<file path="config.mk">
export PLATFORM = sky130hd
export DESIGN_NAME = octal_latch_xcvr
export DESIGN_NICKNAME = d
export VERILOG_FILES = /design/src/rtl/octal_xcvr_pkg.sv /design/src/rtl/xcvr_ctrl.sv /design/src/rtl/xcvr_lane.sv /design/src/rtl/xcvr_path.sv /design/src/rtl/octal_latch_xcvr.sv
export SDC_FILE = /design/constraint.sdc
export NUM_CORES = 1
export LEC_CHECK = 0
export BUFFER_PORTS_ARGS = -buffer_cell sky130_fd_sc_hd__buf_4
export CAP_MARGIN = 10
export CORE_MARGIN = 3
export CORE_UTILIZATION = 40
export CTS_BUF_LIST = sky130_fd_sc_hd__clkbuf_8
export DETAILED_ROUTE_END_ITERATION = 8
export PLACE_DENSITY = 0.8
export REMOVE_ABC_BUFFERS = 1
export SYNTH_ARGS = -nofsm -noshare
export SYNTH_HDL_FRONTEND = slang
export SYNTH_SLANG_ARGS = --single-unit
</file>
<file path="constraint.sdc">
create_clock -name clk -period 1.41 [get_ports clk]
set_clock_uncertainty 0.05 [all_clocks]
set_input_delay 0.2115 -clock clk [delete_from_list [all_inputs] [get_ports clk]]
set_output_delay 0.2115 -clock clk [all_outputs]
set_load 0.02 [all_outputs]
</file>
<file path="src/rtl/octal_xcvr_pkg.sv">
package octal_xcvr_pkg;

  // Strobes the control passes to the datapath each cycle.
  typedef struct packed {
    logic loadAb;   // A-to-B store open
    logic loadBa;   // B-to-A store open
    logic driveB;   // B bus drive in normal mode
    logic driveA;   // A bus drive in normal mode
    logic useTest;  // boundary values replace the normal paths
  } xcvrStrobe_t;

  localparam int unsigned DIR_AB = 0;
  localparam int unsigned DIR_BA = 1;
  localparam int unsigned NUM_DIR = 2;

endpackage

</file>
<file path="src/rtl/xcvr_ctrl.sv">
module xcvr_ctrl
  import octal_xcvr_pkg::*;
(
  input  logic        testMode,
  input  logic        latchAbN,
  input  logic        chipAbN,
  input  logic        driveAbN,
  input  logic        latchBaN,
  input  logic        chipBaN,
  input  logic        driveBaN,
  output xcvrStrobe_t strobe
);

  logic chipAbOn;
  logic chipBaOn;

  // The chip enable gates both the latch and the drive in each direction.
  assign chipAbOn = ~chipAbN;
  assign chipBaOn = ~chipBaN;

  always_comb begin
    strobe         = '0;
    strobe.loadAb  = chipAbOn & ~latchAbN;
    strobe.loadBa  = chipBaOn & ~latchBaN;
    strobe.driveB  = chipAbOn & ~driveAbN;
    strobe.driveA  = chipBaOn & ~driveBaN;
    strobe.useTest = testMode;
  end

endmodule

</file>
<file path="src/rtl/xcvr_lane.sv">
module xcvr_lane #(
  parameter int unsigned W = 8
) (
  input  logic         clk,
  input  logic         rstN,
  input  logic         load,
  input  logic [W-1:0] srcIn,
  output logic [W-1:0] held
);

  // One storage bit per channel; an open latch follows its source each edge.
  for (genvar bitIdx = 0; bitIdx < W; bitIdx++) begin : g_bit
    always_ff @(posedge clk or negedge rstN) begin
      if (!rstN) begin
        held[bitIdx] <= 1'b0;
      end else if (load) begin
        held[bitIdx] <= srcIn[bitIdx];
      end
    end
  end

endmodule

</file>
<file path="src/rtl/xcvr_path.sv">
module xcvr_path
  import octal_xcvr_pkg::*;
#(
  parameter int unsigned W = 8
) (
  input  logic         clk,
  input  logic         rstN,
  input  xcvrStrobe_t  strobe,
  input  logic [W-1:0] aIn,
  input  logic [W-1:0] bIn,
  input  logic [W-1:0] tstAIn,
  input  logic [W-1:0] tstBIn,
  input  logic [W-1:0] tstAOut,
  input  logic [W-1:0] tstBOut,
  input  logic         tstAOe,
  input  logic         tstBOe,
  output logic [W-1:0] aOut,
  output logic         aOe,
  output logic [W-1:0] bOut,
  output logic         bOe,
  output logic [W-1:0] abHeld,
  output logic [W-1:0] baHeld
);

  logic [W-1:0] srcVec  [NUM_DIR];
  logic [W-1:0] heldVec [NUM_DIR];
  logic         loadVec [NUM_DIR];

  // Latch sources: bus pins normally, boundary values in test mode.
  assign srcVec[DIR_AB]  = strobe.useTest ? tstAIn : aIn;
  assign srcVec[DIR_BA]  = strobe.useTest ? tstBIn : bIn;
  assign loadVec[DIR_AB] = strobe.loadAb;
  assign loadVec[DIR_BA] = strobe.loadBa;

  for (genvar dirIdx = 0; dirIdx < NUM_DIR; dirIdx++) begin : g_dir
    xcvr_lane #(.W(W)) u_lane (
      .clk   (clk),
      .rstN  (rstN),
      .load  (loadVec[dirIdx]),
      .srcIn (srcVec[dirIdx]),
      .held  (heldVec[dirIdx])
    );
  end

  assign abHeld = heldVec[DIR_AB];
  assign baHeld = heldVec[DIR_BA];

  // Output selection: stored data and gated drive, or boundary values.
  always_comb begin
    if (strobe.useTest) begin
      bOut = tstBOut;
      bOe  = tstBOe;
      aOut = tstAOut;
      aOe  = tstAOe;
    end else begin
      bOut = abHeld;
      bOe  = strobe.driveB;
      aOut = baHeld;
      aOe  = strobe.driveA;
    end
  end

endmodule

</file>
<file path="src/rtl/octal_latch_xcvr.sv">
module octal_latch_xcvr
  import octal_xcvr_pkg::*;
#(
  parameter int unsigned W = 8
) (
  input  logic         clk,
  input  logic         rstN,
  input  logic         testMode,
  input  logic         latchAbN,
  input  logic         chipAbN,
  input  logic         driveAbN,
  input  logic         latchBaN,
  input  logic         chipBaN,
  input  logic         driveBaN,
  input  logic [W-1:0] aIn,
  input  logic [W-1:0] bIn,
  input  logic [W-1:0] tstAIn,
  input  logic [W-1:0] tstBIn,
  input  logic [W-1:0] tstAOut,
  input  logic [W-1:0] tstBOut,
  input  logic         tstAOe,
  input  logic         tstBOe,
  output logic [W-1:0] aOut,
  output logic         aOe,
  output logic [W-1:0] bOut,
  output logic         bOe
);

  xcvrStrobe_t  strobe;
  logic [W-1:0] abHeld;
  logic [W-1:0] baHeld;

  xcvr_ctrl u_ctrl (
    .testMode (testMode),
    .latchAbN (latchAbN),
    .chipAbN  (chipAbN),
    .driveAbN (driveAbN),
    .latchBaN (latchBaN),
    .chipBaN  (chipBaN),
    .driveBaN (driveBaN),
    .strobe   (strobe)
  );

  xcvr_path #(.W(W)) u_path (
    .clk     (clk),
    .rstN    (rstN),
    .strobe  (strobe),
    .aIn     (aIn),
    .bIn     (bIn),
    .tstAIn  (tstAIn),
    .tstBIn  (tstBIn),
    .tstAOut (tstAOut),
    .tstBOut (tstBOut),
    .tstAOe  (tstAOe),
    .tstBOe  (tstBOe),
    .aOut    (aOut),
    .aOe     (aOe),
    .bOut    (bOut),
    .bOe     (bOe),
    .abHeld  (abHeld),
    .baHeld  (baHeld)
  );

endmodule

</file>
# == Word level (Yosys, flattened, before mapping) ==
# Index checks and enable logic that the tools add are counted.
# totals
reg_bits,16
out_inout_bits,18
wordCells,32
# classes
muxes,6
n_bitwise,10
# op_table
cell,count
2-to-1 mux 8 bit,4
NOT 1 bit,6
AND 1 bit,4
2-to-1 mux 1 bit,2

# == Depth between registers and ports, before layout ==
# depth
word_depth,3
depth_mapped,4
depth_no_buf,2

# == Cells and area by module ==
# From an unflattened synthesis, not the netlist that was laid out.
# unflattened
hier_cells,77
hier_area_um2,1252.5
# modules_own_cells
module,n_inst,cells_per_inst,area_per_inst_um2
xcvr_lane,2,17,331.6
xcvr_path,1,38,566.8
xcvr_ctrl,1,5,22.5

# == Worst setup path after synthesis ==
# No wires, ideal clock.
# synth_timing
path_kind,input port to output port
from,input port testMode
to,output port aOe
t_arrival_ns,1.062
required_ns,1.148
setup_slack_ns,0.087
stages,3
cell_sequence,buf_6 buf_6 o31ai_1
# synth_via
elab_chain_len,1
# synth_rtl
element,line_no,rtl
"start, declared",octal_latch_xcvr.sv:8,"input logic testMode,"
2-to-1 mux 1 bit,xcvr_path.sv:50,if (strobe.useTest) begin
"end, declared",octal_latch_xcvr.sv:24,"output logic aOe,"
# Every way passes these cells.

# == Worst setup path in the final report ==
# layout_timing
from,input port testMode
to,output port aOut[4]
# layout_via
elab_chain_len,1
# layout_rtl
element,line_no,rtl
2-to-1 mux 8 bit,xcvr_path.sv:50,
"end, declared",octal_latch_xcvr.sv:23,"output logic [W-1:0] aOut,"
# Every way passes these cells.

==> results.yml <==
hold_path:
  hp-class: "input pin to flop"
floorplanning:
  die_area_um2: 3210
  rows: 17
  initial_utilization: 0.443
  io_pins: 77
  die_w_um: 56.6
  core_area_um2: 2320
  die_y_um: 56.6
synth:
  synthTopCellsByArea: "dfrtp_1, mux2_2, mux2i_1"
  yosys.cell_types.count: 9
  avgSynthCellArea_um2: 10.9
  ys_seq_elements: 16
  post-synth-top-area-fraction: 0.390
  yosysTopAreaCell: "dfrtp_1"
  synthesis.area_um2: 1030
  synthCells: 94
  synth_warnings: 0
  synth_seq_area_share: 0.390
cells_and_area:
  largest_reg_flops: 16
  fin_nets: 231
  fin_util: 0.706
  largestRegisters: "u_path.g_dir.u_lane.held (16)"
  diodes: 0
  fillers: 178
  regMostFlops: "u_path.g_dir.u_lane.held"
  area_growth_pct: 59.5
  drive_gt1_frac: 0.585
timing:
  fin_crit_ps: 1320
  tightest_slew_ps: 481
  relSlewSlack: 0.679
  hold_viol_final: 0
  fmax_mhz: 755
  fin_setup_tns_ps: 0
  setup_viol: 0
  drv_slew: 0
  fin_crit_sh: 0.939
  rsz0062_at_grt: "no"
cts:
  clk_latency_ps: 250
  cts.repair.resized: 0
  clockBufferDepth: 2
  cts.htree.levels: 1
  path_clk_slew_ps: 60
  clkSinkCount: 16
  cts_tree: "built"
  cts-root-buf: "clkbuf_8"
  cts_made_buffers: 3
global_routing:
  grt_max_degree: 29
  grt.total_usage: 0.176
  grt_pass1_wl_mm: 4.57
  grt_remaining_overflow: 0
  antenna_found_initial: 0
  grt_pass1_vias: 1107
routing:
  dr.pass1.iters: 4
  dr_total_vias: 1013
  drt_iter0_markers: 23
  drc: 0
  routed_wl_mm: 2.82
  post_drt_wl_per_cell_um: 14.2
  vias_per_cell: 5.09
  ant_nets: 0
critical_path:
  arrival_ps: 1060
  path_buf_inv: 2
  worst_path_max_delay_cell: "mux2_2"
  path_max_fanout: 28
  critPathTopFamily: "buffers and inverters"
  worstSetupPathType: "input pin to primary output"
  slowest_delay_ps: 380
  startpoint_type: "input pin"
  cpMostUsedCell: "buf_4"
  required_ps: 1150
  end_kind: "primary output"
  crit_chain: "buf_4 -> mux2_2 -> buf_4"
job:
  cap_viol_max_count: 0
placed_design:
  gp_congestion: 0.829
  io_buffers: 76
  place_hpwl_mm: 2.30
power:
  ir_worst_vdd_mv: 0.631
  power.density_nw_per_um2: 892
  power.leakage_nw: 0.826
outcome:
  status: "finished clean"
[final cells by class]
cell class                 count  area (um^2)  share of cell area
timing repair buffer          81          611               0.373
sequential                    16          400               0.245
tap                           28         35.0              0.0214
multi-input combinational     70          536               0.327
clock buffer                   4         55.1              0.0336
[metal layers]
| metal | part of all wire | global-route usage | up-vias | wire length (um) |
|---|---|---|---|---|
| met5 | 0 | 0 | - | 0 |
| met4 | 0.011 | 0.0644 | 0 | 32 |
| met3 | 0.050 | 0.0276 | 4 | 142 |
| li1 | - | - | 500 | - |
| met2 | 0.57 | 0.338 | 29 | 1620 |
| met1 | 0.36 | 0.187 | 480 | 1020 |
[Yosys cell counts]
cell type   n
nand2_1     2
o21ai_1    16
mux2_2     16
dfrtp_1    16
buf_6       8
o21ai_0    16
or2_0       2
o31ai_1     2
mux2i_1    16
[layout by cell type, fill, tap and decap left out, drive strengths merged]
cell type and count:
mux2 16, o31ai 2, nand2 2, dlygate4sd3 1
o21ai 32, dfrtp 16, clkbuf 4, mux2i 16
or2 2, buf 80
[tightest hold or removal path: cells and delay by family]
family	cells	cell delay [ps]
AOI/OAI and AO/OA	1	100
buffers and inverters	1	70
muxes	1	50
[where the power goes]
part | total [mW] | internal (mW) | switching (mW) | leakage [nW]
Clock | 0.407 | 0.247 | 0.160 | 0.0288
Sequential | 0.552 | 0.523 | 0.0297 | 0.198
Combinational | 0.501 | 0.280 | 0.221 | 0.599
[final timing paths]
kind | startpoint | end | slack, ps | depth (start not counted)
worst max-delay path | testMode | aOut[4] | 90 | 3
max in group asynchronous | rstN | u_path.g_dir[1].u_lane.held[5]$_DFFE_PN0P_ | 820 | 2
worst min register to register | u_path.g_dir[1].u_lane.held[5]$_DFFE_PN0P_ | u_path.g_dir[1].u_lane.held[5]$_DFFE_PN0P_ | 460 | 2
min in group asynchronous | rstN | u_path.g_dir[1].u_lane.held[0]$_DFFE_PN0P_ | 310 | 2
worst max register to register | u_path.g_dir[1].u_lane.held[0]$_DFFE_PN0P_ | u_path.g_dir[1].u_lane.held[0]$_DFFE_PN0P_ | 690 | 2
worst min-delay path | bIn[5] | u_path.g_dir[1].u_lane.held[5]$_DFFE_PN0P_ | 180 | 3
[metrics by stage]
step           hold slack [ps]  power [mW]  worst slack (ps)  std cells  instance area [um^2]
2_1_floorplan             -134       0.779               359         86                   936
3_3_place_gp              29.1        1.05              88.8        194                  1570
3_5_place_dp              29.9        1.06              89.0        194                  1570
4_1_cts                    183        1.47              89.6        199                  1640
5_1_grt                    207        1.54              51.3        199                  1640
6_report                   180        1.46              85.9        199                  1640
[repair_timing]
item                      4_1_cts  5_1_grt
setup buffers                   0        0
hold buffers                    1        0
hold endpoints to repair       16        0
[cell families after synthesis]
logic type,share of synthesized area
AOI/OAI and AO/OA,0.171
muxes,0.332
DFF,0.390
buffers and inverters,0.0878
and+or+nand+nor,0.0195
(Power assumes the default switching activity.)
